$ cat src/rtl/pwrmode_pkg.sv
package pwrmode_pkg;
  localparam int CFG_W   = 8;
  localparam int BIT_IDL = 0;
  localparam int BIT_PD  = 1;
  localparam int GP_LO   = 2;
  localparam int GP_HI   = 3;
  localparam int LIVE_W  = GP_HI + 1;

  typedef enum logic [2:0] {
    ST_RUN    = 3'd0,
    ST_IDLE   = 3'd1,
    ST_PDOWN  = 3'd2,
    ST_SETTLE = 3'd3,
    ST_HOLD   = 3'd4
  } pm_state_e;
endpackage

$ cat src/rtl/pwrmode_cfg_reg.sv
module pwrmode_cfg_reg
  import pwrmode_pkg::*;
(
  input  logic             clk,
  input  logic             rst,
  input  logic             wr_en,
  input  logic [CFG_W-1:0] wdata,
  input  logic             clr_idle,
  input  logic             clr_pd,
  output logic [CFG_W-1:0] rdata,
  output logic             idle_q,
  output logic             pd_q
);
  localparam int GP_W = GP_HI - GP_LO + 1;

  logic [GP_W-1:0] gp_q;
  logic            unused_rsvd;

  assign unused_rsvd = ^wdata[CFG_W-1:LIVE_W];

  always_ff @(posedge clk or posedge rst) begin
    if (rst) begin
      idle_q <= 1'b0;
      pd_q   <= 1'b0;
      gp_q   <= '0;
    end else begin
      if (wr_en) begin
        idle_q <= wdata[BIT_IDL];
        pd_q   <= wdata[BIT_PD];
        gp_q   <= wdata[GP_HI:GP_LO];
      end
      if (clr_pd) begin
        idle_q <= 1'b0;
        pd_q   <= 1'b0;
      end
      if (clr_idle) idle_q <= 1'b0;
    end
  end

  always_comb begin
    rdata                = '0;
    rdata[BIT_IDL]       = idle_q;
    rdata[BIT_PD]        = pd_q;
    rdata[GP_HI:GP_LO]   = gp_q;
  end

  AST_GP_HW_STABLE: assert property (@(posedge clk) disable iff (rst)
    !wr_en |=> $stable(gp_q));

  AST_PD_WAKE_CLEARS: assert property (@(posedge clk) disable iff (rst)
    (clr_pd && !wr_en) |=> (!pd_q && !idle_q));
endmodule

$ cat src/rtl/pwrmode_settle.sv
module pwrmode_settle #(
  parameter int CNT_W = 8
) (
  input  logic             clk,
  input  logic             rst,
  input  logic             load,
  input  logic [CNT_W-1:0] load_val,
  input  logic             run,
  output logic             done
);
  logic [CNT_W-1:0] cnt_q;

  always_ff @(posedge clk or posedge rst) begin
    if (rst) begin
      cnt_q <= '0;
    end else if (load) begin
      cnt_q <= load_val;
    end else if (run && cnt_q != '0) begin
      cnt_q <= cnt_q - 1'b1;
    end
  end

  assign done = (cnt_q == '0);

  AST_SETTLE_LOADED: assert property (@(posedge clk) disable iff (rst)
    load |=> (cnt_q == $past(load_val)));

  AST_SETTLE_NO_WRAP: assert property (@(posedge clk) disable iff (rst)
    (run && !load && done) |=> done);
endmodule

$ cat src/rtl/pwrmode_fsm.sv
module pwrmode_fsm
  import pwrmode_pkg::*;
(
  input  logic      clk,
  input  logic      rst,
  input  logic      cfg_we,
  input  logic      wr_idle,
  input  logic      wr_pd,
  input  logic      irq_wake,
  input  logic      ext_act,
  input  logic      cnt_done,
  output logic      wr_accept,
  output logic      clr_idle,
  output logic      clr_pd,
  output logic      cnt_load,
  output logic      cnt_run,
  output logic      cpu_en,
  output logic      per_en,
  output logic      osc_en,
  output logic      resume_q
);
  pm_state_e st_q, st_nxt;

  always_comb begin
    st_nxt    = st_q;
    clr_idle  = 1'b0;
    clr_pd    = 1'b0;
    cnt_load  = 1'b0;
    wr_accept = cfg_we && (st_q == ST_RUN);
    case (st_q)
      ST_RUN: begin
        if (wr_accept && wr_pd)        st_nxt = ST_PDOWN;
        else if (wr_accept && wr_idle) st_nxt = ST_IDLE;
      end
      ST_IDLE: begin
        if (irq_wake) begin
          st_nxt   = ST_RUN;
          clr_idle = 1'b1;
        end
      end
      ST_PDOWN: begin
        if (ext_act) begin
          st_nxt   = ST_SETTLE;
          clr_pd   = 1'b1;
          cnt_load = 1'b1;
        end
      end
      ST_SETTLE: begin
        if (cnt_done) st_nxt = ST_HOLD;
      end
      ST_HOLD: begin
        if (!ext_act) st_nxt = ST_RUN;
      end
      default: st_nxt = ST_RUN;
    endcase
  end

  always_ff @(posedge clk or posedge rst) begin
    if (rst) begin
      st_q     <= ST_RUN;
      resume_q <= 1'b0;
    end else begin
      st_q     <= st_nxt;
      resume_q <= (st_nxt == ST_RUN) && (st_q == ST_IDLE || st_q == ST_HOLD);
    end
  end

  assign cnt_run = (st_q == ST_SETTLE);
  assign cpu_en  = (st_q == ST_RUN);
  assign per_en  = (st_q == ST_RUN) || (st_q == ST_IDLE) || (st_q == ST_HOLD);
  assign osc_en  = (st_q != ST_PDOWN);

  AST_PD_WINS: assert property (@(posedge clk) disable iff (rst)
    (wr_accept && wr_pd) |=> (st_q == ST_PDOWN));

  AST_IDLE_ENTRY: assert property (@(posedge clk) disable iff (rst)
    (wr_accept && wr_idle && !wr_pd) |=> (st_q == ST_IDLE));

  AST_IDLE_WAKE: assert property (@(posedge clk) disable iff (rst)
    (st_q == ST_IDLE && irq_wake) |=> (st_q == ST_RUN && resume_q));

  AST_PD_HOLDS: assert property (@(posedge clk) disable iff (rst)
    (st_q == ST_PDOWN && !ext_act) |=> (st_q == ST_PDOWN));

  AST_HOLD_RELEASE: assert property (@(posedge clk) disable iff (rst)
    (st_q == ST_HOLD && ext_act) |=> (st_q == ST_HOLD));

  AST_NO_WRITE_ASLEEP: assert property (@(posedge clk) disable iff (rst)
    (cfg_we && st_q != ST_RUN) |-> !wr_accept);
endmodule

$ cat src/rtl/pwrmode_ctrl.sv
module pwrmode_ctrl
  import pwrmode_pkg::*;
#(
  parameter int SETTLE_W = 8,
  parameter int NUM_XINT = 2
) (
  input  logic                clk,
  input  logic                rst,
  input  logic                cfg_we,
  input  logic [CFG_W-1:0]    cfg_wdata,
  output logic [CFG_W-1:0]    cfg_rdata,
  input  logic                irq_wake,
  input  logic [NUM_XINT-1:0] ext_irq_n,
  input  logic [NUM_XINT-1:0] ext_arm,
  input  logic [SETTLE_W-1:0] settle_count,
  output logic                cpu_clk_en,
  output logic                per_clk_en,
  output logic                osc_en,
  output logic                resume_pulse
);
  logic [NUM_XINT-1:0] line_act;
  logic ext_act, wr_accept, clr_idle, clr_pd;
  logic cnt_load, cnt_run, cnt_done;
  logic idle_q, pd_q;

  for (genvar i = 0; i < NUM_XINT; i++) begin : g_xint
    assign line_act[i] = ext_arm[i] & ~ext_irq_n[i];
  end
  assign ext_act = |line_act;

  pwrmode_cfg_reg u_reg (
    .clk      (clk),
    .rst      (rst),
    .wr_en    (wr_accept),
    .wdata    (cfg_wdata),
    .clr_idle (clr_idle),
    .clr_pd   (clr_pd),
    .rdata    (cfg_rdata),
    .idle_q   (idle_q),
    .pd_q     (pd_q)
  );

  pwrmode_settle #(.CNT_W(SETTLE_W)) u_settle (
    .clk      (clk),
    .rst      (rst),
    .load     (cnt_load),
    .load_val (settle_count),
    .run      (cnt_run),
    .done     (cnt_done)
  );

  pwrmode_fsm u_fsm (
    .clk       (clk),
    .rst       (rst),
    .cfg_we    (cfg_we),
    .wr_idle   (cfg_wdata[BIT_IDL]),
    .wr_pd     (cfg_wdata[BIT_PD]),
    .irq_wake  (irq_wake),
    .ext_act   (ext_act),
    .cnt_done  (cnt_done),
    .wr_accept (wr_accept),
    .clr_idle  (clr_idle),
    .clr_pd    (clr_pd),
    .cnt_load  (cnt_load),
    .cnt_run   (cnt_run),
    .cpu_en    (cpu_clk_en),
    .per_en    (per_clk_en),
    .osc_en    (osc_en),
    .resume_q  (resume_pulse)
  );

  AST_CPU_NEEDS_PER: assert property (@(posedge clk) disable iff (rst)
    cpu_clk_en |-> (per_clk_en && osc_en));

  AST_RESUME_SINGLE: assert property (@(posedge clk) disable iff (rst)
    resume_pulse |=> !resume_pulse);

  AST_PD_BIT_CLOCKS: assert property (@(posedge clk) disable iff (rst)
    pd_q |-> !cpu_clk_en);

  AST_IDLE_BIT_CPU: assert property (@(posedge clk) disable iff (rst)
    idle_q |-> !cpu_clk_en);
endmodule

$ cat config.mk
export PLATFORM = sky130hd
export DESIGN_NAME = pwrmode_ctrl
export DESIGN_NICKNAME = d
export VERILOG_FILES = /design/src/rtl/pwrmode_pkg.sv /design/src/rtl/pwrmode_cfg_reg.sv /design/src/rtl/pwrmode_settle.sv /design/src/rtl/pwrmode_fsm.sv /design/src/rtl/pwrmode_ctrl.sv
export SDC_FILE = /design/constraint.sdc
export NUM_CORES = 1
export LEC_CHECK = 0
export ABC_AREA = 0
export BUFFER_PORTS_ARGS = -buffer_cell sky130_fd_sc_hd__buf_2
export CAP_MARGIN = 0
export CELL_PAD_IN_SITES_DETAIL_PLACEMENT = 1
export CELL_PAD_IN_SITES_GLOBAL_PLACEMENT = 1
export CORE_UTILIZATION = 32
export CTS_CLUSTER_SIZE = 16
export DETAILED_ROUTE_END_ITERATION = 10
export PLACE_DENSITY_LB_ADDON = 0.08
export SETUP_SLACK_MARGIN = 0.3
export SLEW_MARGIN = 15
export SYNTH_ARGS = -nofsm -noshare
export SYNTH_HDL_FRONTEND = slang
export SYNTH_SLANG_ARGS = --single-unit
export TNS_END_PERCENT = 30
$ cat constraint.sdc
create_clock -name clk -period 1.6 [get_ports clk]
set_input_delay 0.16 -clock clk [delete_from_list [all_inputs] [get_ports clk]]
set_output_delay 0.16 -clock clk [all_outputs]
set_load 0.02 [all_outputs]
==> summary.md, run 1 <==
| Metric | Value |
|---|---|
| Outcome | `finished with violations` |
| Failing checks | `DRC` |
| Initial antenna violation count | `0` |
| Synth top area cells | `dfrtp_1, buf_4, a21oi_1` |
| Post-synthesis mux area share | `7.828%` |
| WP data arrival | `1.70 ns` |
| Seq pwr share | `32.3%` |
| Share of cells above drive strength 1 | `52.35%` |
| IO Count | `36` |
| Yosys cell types | `38` |
| Adder-cell share of the synthesized area | `1.263%` |
| PortBufs | `27` |
| Ys Warns | `0` |
| Setup slack, reg-to-reg | `0.12 ns` |
| Internal power | `1.407 mW` |
| Synth Register Bits | `16` |
| Dpl hpwl | `1808 um` |
| Routed wire length | `2357 um` |
| Max incr delay on CP | `0.42 ns` |
| Tcrit/Tclk final | `92.50%` |
| Worst min-delay path class | `in -> reg` |
| Max IR drop VDD | `0.8532 mV` |
| DRT antenna net count | `0` |
| Crit Path Max Fanout | `6` |
| Synth Instances | `103` |
| CTS tree | `built` |
| Slew Limit Fails | `0` |
| Sw Ratio | `40.64%` |
| Die Span Y | `57.65 um` |
| Gr ovfl total | `0` |
| Maxcap violations | `0` |
| DR vias | `881` |
| Fmax | `0.6757 GHz` |
| Sw Pwr | `0.9635 mW` |
| Post-route setup slack | `0.1200 ns` |
| Cell family with most CP delay | `simple AND/OR/NAND/NOR gates` |
| Worst-case clock buffer depth | `2` |
| Met3 Usage GRT | `4.688%` |
| Max transition margin | `57.69%` |
| Post-Synth Simple-Gate Area | `24.75%` |
| Largest family of logic cells by synthesized area | `simple AND/OR/NAND/NOR gates` |
| Ys flop type | `dfrtp_1` |
| TritonRoute pass-1 iters | `7` |
| # diodes | `0` |
| Crit end category | `flop` |
| Nets | `175` |
| Remaining DRCs | `2` |
| Critical path startpoint | `u_fsm.st_q[2]` |
| Worst flop-to-flop path startpoint | `u_fsm.st_q[2]` |
| CP endpoint | `u_settle.cnt_q[7]` |
| Pwr dens | `1675 nW/um^2` |
| First-pass GRT wire length | `3926 um` |
| Gpl congestion | `0.7818` |
| Post-layout util | `49.61%` |
| Worst flop-to-flop path endpoint | `u_settle.cnt_q[7]` |
| CTS Root Cell | `clkbuf_4` |
| Setup violators final | `0` |
| Core area | `2853 um^2` |
| GR peak layer | `met2` |
| Synth area leader | `dfrtp_1` |
| Hold Violations, Final | `0` |
| Die width | `57.65 um` |
| Crit-path cells | `buf_6 > and3b_2 > nand4_1 > or3_1 > a31oi_1` |
| Largest net degree at the start of global routing | `17` |
| Pre-CTS setup slack | `0.03525 ns` |
| Num rows | `19` |
| Min Tclk post-route | `1.480 ns` |
| Mapped cell area | `991.0 um^2` |
| Power share of the combinational group | `56.4%` |
| FFs w/ async S/R, synth | `100.0%` |
| Worst Setup Path Type | `reg -> reg` |
| Setup total negative slack | `0 ns` |
| Cts bufs inserted | `3` |
| H-tree lvl count | `1` |
| Starting density of the core | `34.74%` |
| Final setup skew | `0.004756 ns` |
| Commonest cells post-synth | `dfrtp_1, nor2_1, a21oi_1` |
| Detailed Route Iter0 Violations | `14` |
| WL/cell | `13.09 um` |
| GR Layer Usage met1 | `18.56%` |
| Vias/cell | `4.894` |
| Crit-path slowest cell | `dfrtp_1` |
| Clock share of power | `11.3%` |
| GRT Total Usage | `15.62%` |
| Slew of the pin with the lowest slew margin | `0.6339 ns` |
| Syn Area/Cell | `9.621 um^2` |
| Vias in the first global route | `915` |
| Syn-to-layout area delta | `42.80%` |
| Post-synth EDFFs | `0` |
| XOR/XNOR Fraction of Synth Area | `3.535%` |
| Reg clk slew, reported paths | `0.10 ns` |
| Critical path buffer and inverter count | `1` |
| Unrepaired setup endpoints after global routing | `yes` |
| Sink Count | `16` |
| R2R depth | `5` |
| Most numerous cell in the Yosys netlist | `dfrtp_1` |
| Top-area cell type share of the netlist area | `40.40%` |
| Complex-gate fraction of the synthesized area | `11.99%` |
| Post-synthesis sequential area ratio | `40.40%` |
| Met2 Usage GRT | `28.07%` |
| Leakage power | `0.6433 nW` |
| Die area | `3324 um^2` |
| CP Depth | `5` |
| Skew-Pair Late Insertion Delay | `0.29 ns` |
| FILL cells | `328` |
| CP Launch Type | `flop` |
| CP required | `1.82 ns` |
==> power by group through the flow <==
stage	sequential, mW	combinational [mW]	clock, mW
6_report	0.767	1.34	0.267
3_3_place_gp	0.730	1.08	0
4_1_cts	0.751	1.30	0.285
2_1_floorplan	0.766	0.759	0
5_1_grt	0.790	1.44	0.307
3_5_place_dp	0.738	1.12	0
==> worst register-to-register path: stages, from the launching register on <==
cell and delay (ns):
dfrtp_1 0.42, buf_6 0.15, and3b_2 0.24, nand4_1 0.12
or3_1 0.32, a31oi_1 0.16
==> routing by layer <==
metal / vias up / part of all wire [%]
met5: - / 0
met4: 0 / 0.64
met3: 2 / 4.6
met2: 24 / 52
met1: 414 / 43
li1: 441 / -
==> logic make-up after synthesis <==
family | count (synthesis)
AO/OA/AOI/OAI | 18
XOR/XNOR | 4
adder cells (fa/ha/maj) | 1
buffers and inverters | 15
flip-flops | 16
multiplexers | 7
other | 1
AND/OR/NAND/NOR | 41
==> cell usage in the layout, fill, tap and decap left out, drive strengths merged <==
cell          n
nand2         4
buf          48
nor4b         1
nand4         2
a211oi        2
a2111oi       1
a21oi        10
or2           1
nand3         2
a31oi         1
nor3          3
o2bb2ai       1
a21boi        1
ha            1
or3b          1
or3           2
or4b          1
nor2b         1
nor3b         1
mux2          3
o21ai         1
mux2i         4
nor2         11
inv           5
and3b         1
conb          4
a21o          1
nand3b        5
xnor2         4
nand2b        4
and2          1
dfrtp        16
dlygate4sd3   1
clkbuf        4
==> flip-flops by register name, summed over array words and instances, names as in the netlist <==
signal,flops
u_fsm.resume_q,1
u_reg.pd_q,1
u_fsm.st_q,3
u_settle.cnt_q,8
u_reg.gp_q,2
u_reg.idle_q,1
==> how the worst min path moves through the flow <==
| stage | start | end | slack (ns) | cells after the start |
|---|---|---|---|---|
| after global routing | settle_count[1] | u_settle.cnt_q[1] | 0.07 | 2 |
| final | settle_count[1] | u_settle.cnt_q[1] | 0.11 | 2 |
| after floorplan | rst | u_fsm.resume_q | 0.07 | 1 |
| after global placement | rst | u_reg.gp_q[0] | 0.28 | 2 |
| after CTS | cfg_wdata[2] | u_reg.gp_q[0] | 0.09 | 2 |
| after detailed placement | rst | u_reg.gp_q[0] | 0.29 | 2 |
==> cell type report <==
type	instances	area, um^2	area share [%]
tap	31	38.79	2.741
sequential	16	402.9	28.47
multi-input combinational	75	596.8	42.17
timing repair buffer	49	321.6	22.72
inverter	5	18.77	1.326
clock buffer	4	36.28	2.564
==> metrics by stage <==
step | instances | instance area [um^2] | hold slack, ns | power [mW]
6_report | 180 | 1415 | 0.1056 | 2.371
5_1_grt | 180 | 1415 | 0.07387 | 2.541
4_1_cts | 179 | 1379 | 0.09243 | 2.341
3_5_place_dp | 166 | 1202 | 0.2904 | 1.858
3_3_place_gp | 166 | 1202 | 0.2765 | 1.806
2_1_floorplan | 106 | 1018 | 0.07367 | 1.525
==> timing repair <==
item                                   CTS  global route
buffers inserted                         8             1
hold buffers                             1             0
pin swaps                                7             4
endpoints found under the hold margin   16             0
gates resized for setup                 15             9
setup endpoints to repair               18            18
Power figures use the tool's default switching activity.
==> inputs of run 2 (changes only) <==
- CORE_MARGIN: not set -> 2
==> run 2 against run 1 <==
The run now ends clean; critical endpoint is now u_settle.cnt_q[3]; cell area down 1.1%; clock power is 4% higher; fmax fell by 3.0%; critical path type unchanged.
==> summary.md, run 2 (synthesis results as in run 1) <==
| Metric | Value |
|---|---|
| IO Count | `36` |
| # diodes | `0` |
| Setup slack, reg-to-reg | `0.07 ns` |
| Pre-CTS setup slack | `0.02025 ns` |
| Largest net degree at the start of global routing | `17` |
| Nets | `173` |
| Setup total negative slack | `0 ns` |
| WP data arrival | `1.71 ns` |
| Unrepaired setup endpoints after global routing | `yes` |
| Die area | `3558 um^2` |
| Seq pwr share | `31.7%` |
| Remaining DRCs | `0` |
| Routed wire length | `2598 um` |
| DR vias | `906` |
| Die width | `59.65 um` |
| Cts bufs inserted | `3` |
| FILL cells | `356` |
| Leakage power | `0.6348 nW` |
| Largest registers in the final layout | `u_settle.cnt_q x8, u_fsm.st_q x3, u_reg.gp_q x2` |
| Num rows | `20` |
| Min Tclk post-route | `1.525 ns` |
| CTS tree | `built` |
| Crit-path cells | `buf_4 > buf_4 > or3_1 > a211oi_2 > xnor2_1 > a21oi_1` |
| TritonRoute pass-1 iters | `2` |
| Max incr delay on CP | `0.41 ns` |
| DRT antenna net count | `0` |
| Core area | `3003 um^2` |
| Most common cell after layout, fill and taps aside | `buf_2` |
| Detailed Route Iter0 Violations | `16` |
| Crit Path Max Fanout | `2` |
| Fmax | `0.6557 GHz` |
| Post-route setup slack | `0.07495 ns` |
| Dpl hpwl | `1808 um` |
| Sink Count | `16` |
| First-pass GRT wire length | `4174 um` |
| Internal power | `1.433 mW` |
| Syn-to-layout area delta | `41.16%` |
| Hold Violations, Final | `0` |
| Final Power | `2.431 mW` |
| Hold worst-path end | `u_settle.cnt_q[1]` |
| Most flops, register | `u_settle.cnt_q` |
| Area of the multi-input gates | `596.8 um^2` |
| Max transition margin | `57.48%` |
| Post-Place Cells | `167` |
| Gr ovfl total | `0` |
| Vias/cell | `5.033` |
| Crit end category | `flop` |
| Skew-Pair Late Insertion Delay | `0.29 ns` |
| Slew of the pin with the lowest slew margin | `0.6371 ns` |
| Worst flop-to-flop path endpoint | `u_settle.cnt_q[3]` |
| H-tree lvl count | `1` |
| Gpl congestion | `0.7264` |
| Reg clk slew, reported paths | `0.11 ns` |
| Power share of the combinational group | `56.9%` |
| Layout Cells excl Fill | `180` |
| Share of cells above drive strength 1 | `53.06%` |
| Setup violators final | `0` |
| Worst flop-to-flop path startpoint | `u_settle.cnt_q[1]` |
| Max IR drop VDD | `0.6260 mV` |
| Initial antenna violation count | `0` |
| CP Launch Type | `flop` |
| Worst Setup Path Type | `reg -> reg` |
| Vias in the first global route | `934` |
| Outcome | `finished, final reports clean` |
| CTS Root Cell | `clkbuf_4` |
| Combined flip-flop and latch cell area | `402.9 um^2` |
| Tcrit/Tclk final | `95.32%` |
| Final setup skew | `0.007091 ns` |
| Most frequent cells in the layout | `buf_2, buf_4, dfrtp_1, a21oi_1, nor2_1` |
| Starting density of the core | `33.00%` |
| CP required | `1.79 ns` |
| Hold path depth | `2` |
| Clock share of power | `11.4%` |
| WL/cell | `14.43 um` |
| Cell family with most CP delay | `flip-flops` |
| Worst min-delay path class | `in -> reg` |
| Sw Pwr | `0.9980 mW` |
| PortBufs | `27` |
| Crit-path slowest cell | `dfrtp_1` |
| Sw Ratio | `41.06%` |
| Critical path buffer and inverter count | `2` |
| Slew Limit Fails | `0` |
| Critical path startpoint | `u_settle.cnt_q[1]` |
| Worst-case clock buffer depth | `2` |
| Largest register FFs | `8` |
| Pwr dens | `1738 nW/um^2` |
| Hold path start | `settle_count[1]` |
| Maxcap violations | `0` |
| GRT Total Usage | `16.13%` |
| Die Span Y | `59.65 um` |
| CP most frequent cell | `buf_4` |
| R2R depth | `6` |
## run 2: worst max-delay path by stage
stage | endpoint | cells past startpoint
2_1_floorplan | u_settle.cnt_q[1] | 4
3_3_place_gp | u_reg.idle_q | 5
3_5_place_dp | u_settle.cnt_q[1] | 6
4_1_cts | u_settle.cnt_q[1] | 3
5_1_grt | u_settle.cnt_q[6] | 7
6_report | u_settle.cnt_q[3] | 6
## run 2: worst reg2reg max path, delay by kind of cell, from the launching register on
kind	cells	cell delay, ns
AO/OA/AOI/OAI	2	0.25
buffers and inverters	2	0.27
flip-flops	1	0.41
AND/OR/NAND/NOR	1	0.35
XOR/XNOR	1	0.14
## run 2: power by group through the flow
stage / Combinational, mW / Clock [mW] / Sequential, mW
floorplan: 0.759 / 0 / 0.766
global placement: 1.07 / 0 / 0.727
detailed placement: 1.10 / 0 / 0.735
CTS: 1.23 / 0.295 / 0.747
global route: 1.53 / 0.315 / 0.798
finish: 1.38 / 0.277 / 0.771
## run 2: repair_timing
action | 4_1_cts | 5_1_grt
gates cloned | 0 | 0
hold buffers | 1 | 0
resized for setup | 15 | 10
setup endpoints to repair | 18 | 18
setup buffers | 2 | 6
hold endpoints to repair | 16 | 0
pin swaps | 5 | 9
## run 2: layer usage
layer | GRT usage, % | part of all wire (%)
met5 | 0 | 0
met4 | 7.302 | 0.62
met1 | 18.76 | 43
met2 | 28.42 | 53
met3 | 3.030 | 3.7
## run 2: area by class of cell
class | count | share of cell area (%)
tap | 33 | 2.952
clock buffer | 4 | 2.594
multi-input combinational | 75 | 42.67
inverter | 5 | 1.342
sequential | 16 | 28.80
timing repair buffer | 47 | 21.65
## run 2: through the flow
step	util [%]	cell area, um^2	hold WS, ns
after floorplan	-	1018	0.07367
after global placement	39.88	1197	0.2798
after detailed placement	39.88	1197	0.2872
after CTS	44.21	1328	0.08349
after global routing	46.58	1399	0.07852
final	46.58	1399	0.09675
==> inputs of run 3 (changes only) <==
- ABC_CLOCK_PERIOD_IN_PS: not set -> 1230
- SETUP_SLACK_MARGIN: 0.3 -> 0.02
- clock period: 1.6 -> 1.23 ns (I/O delays scaled with it)
==> run 3 against run 2 <==
The run now ends with setup timing left; sequential share of layout area decreased by 3.0 points; non-clock buffer count rose by 14; routed wire length up 13%; cell count rose by 7.8%; register-to-register slack worse by 0.36 ns; critical path depth decreased by 3; global-route usage is 0.72 points higher; sequential power increased by 30%; clock power rose by 33%.
==> summary.md, run 3 (synthesis results as in run 1) <==
| Metric | Value |
|---|---|
| Outcome | `finished with violations` |
| Failing checks | `setup timing` |
| CP endpoint | `osc_en` |
| Final Power | `3.634 mW` |
| Maxcap violations | `0` |
| Setup slack, reg-to-reg | `-0.28 ns` |
| Skew-Pair Late Insertion Delay | `0.29 ns` |
| Remaining DRCs | `0` |
| Critical path startpoint | `u_fsm.st_q[0]` |
| Leakage power | `0.7270 nW` |
| Worst flop-to-flop path startpoint | `u_fsm.st_q[0]` |
| Max incr delay on CP | `0.43 ns` |
| DRT antenna net count | `0` |
| Largest registers in the final layout | `u_settle.cnt_q x8, u_fsm.st_q x3, u_reg.gp_q x2` |
| Routed wire length | `2942 um` |
| Die width | `59.65 um` |
| Share of cells above drive strength 1 | `57.76%` |
| Gpl congestion | `0.7872` |
| Tcrit/Tclk final | `123.0%` |
| PortBufs | `27` |
| Reg clk slew, reported paths | `0.11 ns` |
| Setup total negative slack | `-3.760 ns` |
| First-pass GRT wire length | `4388 um` |
| DR vias | `947` |
| Detailed Route Iter0 Violations | `14` |
| Largest register FFs | `8` |
| Crit-path slowest cell | `dfrtp_2` |
| WL/cell | `15.16 um` |
| Core area | `3003 um^2` |
| Crit Path Max Fanout | `3` |
| Cell family with most CP delay | `flip-flops` |
| Finished Cell Area | `1563 um^2` |
| GRT Total Usage | `16.85%` |
| Combined flip-flop and latch cell area | `402.9 um^2` |
| Worst flop-to-flop path endpoint | `u_reg.gp_q[0]` |
| Initial antenna violation count | `0` |
| R2R depth | `5` |
| Pre-CTS setup slack | `-0.3464 ns` |
| CP Depth | `3` |
| Post-route setup slack | `-0.2830 ns` |
| Die area | `3558 um^2` |
| Area of the multi-input gates | `629.4 um^2` |
| Hold Violations, Final | `0` |
| Unrepaired setup endpoints after global routing | `yes` |
| CP required | `1.11 ns` |
| CTS Root Cell | `clkbuf_4` |
| Gr ovfl total | `0` |
| Worst-case clock buffer depth | `2` |
| FILL cells | `361` |
| Slew Limit Fails | `0` |
| Worst min-delay path class | `in -> reg` |
| Dpl hpwl | `2150 um` |
| Nets | `187` |
| Syn-to-layout area delta | `57.70%` |
| Pwr dens | `2325 nW/um^2` |
| Vias/cell | `4.881` |
| Cts bufs inserted | `3` |
| Post-layout util | `52.04%` |
| Min Tclk post-route | `1.513 ns` |
| Most frequent cells in the layout | `buf_4, buf_2, dfrtp_1, buf_6` |
| Max IR drop VDD | `0.8453 mV` |
| Post-Place Cells | `181` |
| Die Span Y | `59.65 um` |
| Placed inst area | `1303 um^2` |
| H-tree lvl count | `1` |
| Critical path buffer and inverter count | `2` |
| Most common cell after layout, fill and taps aside | `buf_4` |
| Sink Count | `16` |
| Vias in the first global route | `969` |
| IO Count | `36` |
| Setup violators final | `18` |
| Final setup skew | `0.007020 ns` |
| # diodes | `0` |
| CTS tree | `built` |
| Starting density of the core | `33.00%` |
| WP data arrival | `1.39 ns` |
| TritonRoute pass-1 iters | `4` |
| Crit end category | `primary output` |
| CP Launch Type | `flop` |
| Largest net degree at the start of global routing | `10` |
| Worst Setup Path Type | `reg -> out` |
| Most flops, register | `u_settle.cnt_q` |
| Fmax | `0.6609 GHz` |
| Layout Cells excl Fill | `194` |
| Num rows | `20` |
| Worst hold slack | `0.06307 ns` |
| CP most frequent cell | `buf_6` |
| Crit-path cells | `or3b_4 > buf_6 > buf_6` |
## run 3: routing by layer
metal | part of all wire, % | global-route usage [%]
met1 | 40 | 19.84
met2 | 54 | 30.75
met3 | 4.7 | 1.948
met4 | 0.58 | 6.667
met5 | 0 | 0
## run 3: cell type report
cell class / instances / area share [%]
well taps: 33 / 2.642
flip-flops and latches: 16 / 25.78
repair buffers: 61 / 27.78
multi-input cells: 75 / 40.27
inverters: 5 / 1.201
clock buffers: 4 / 2.322
## run 3: worst min path at each step
stage	cells past startpoint	endpoint	slack, ns	startpoint
floorplan	1	u_fsm.resume_q	0.04	rst
global placement	2	u_reg.gp_q[1]	0.09	rst
detailed placement	2	u_reg.gp_q[0]	0.10	rst
CTS	2	u_reg.gp_q[0]	0.05	cfg_wdata[2]
global route	2	u_reg.gp_q[0]	0.05	cfg_wdata[2]
finish	2	u_reg.gp_q[0]	0.06	cfg_wdata[2]
## run 3: where the power goes
part           switching [mW]  internal (mW)
sequential              0.244          0.758
clock                   0.189          0.180
combinational            1.02           1.25
total                    1.45           2.18
## run 3: timing repair
action | 4_1_cts | 5_1_grt
pin swaps | 4 | 9
hold buffers | 1 | 0
resized for setup | 18 | 23
hold endpoints to repair | 7 | 0
endpoints found under the setup margin | 18 | 18
setup buffers | 3 | 5
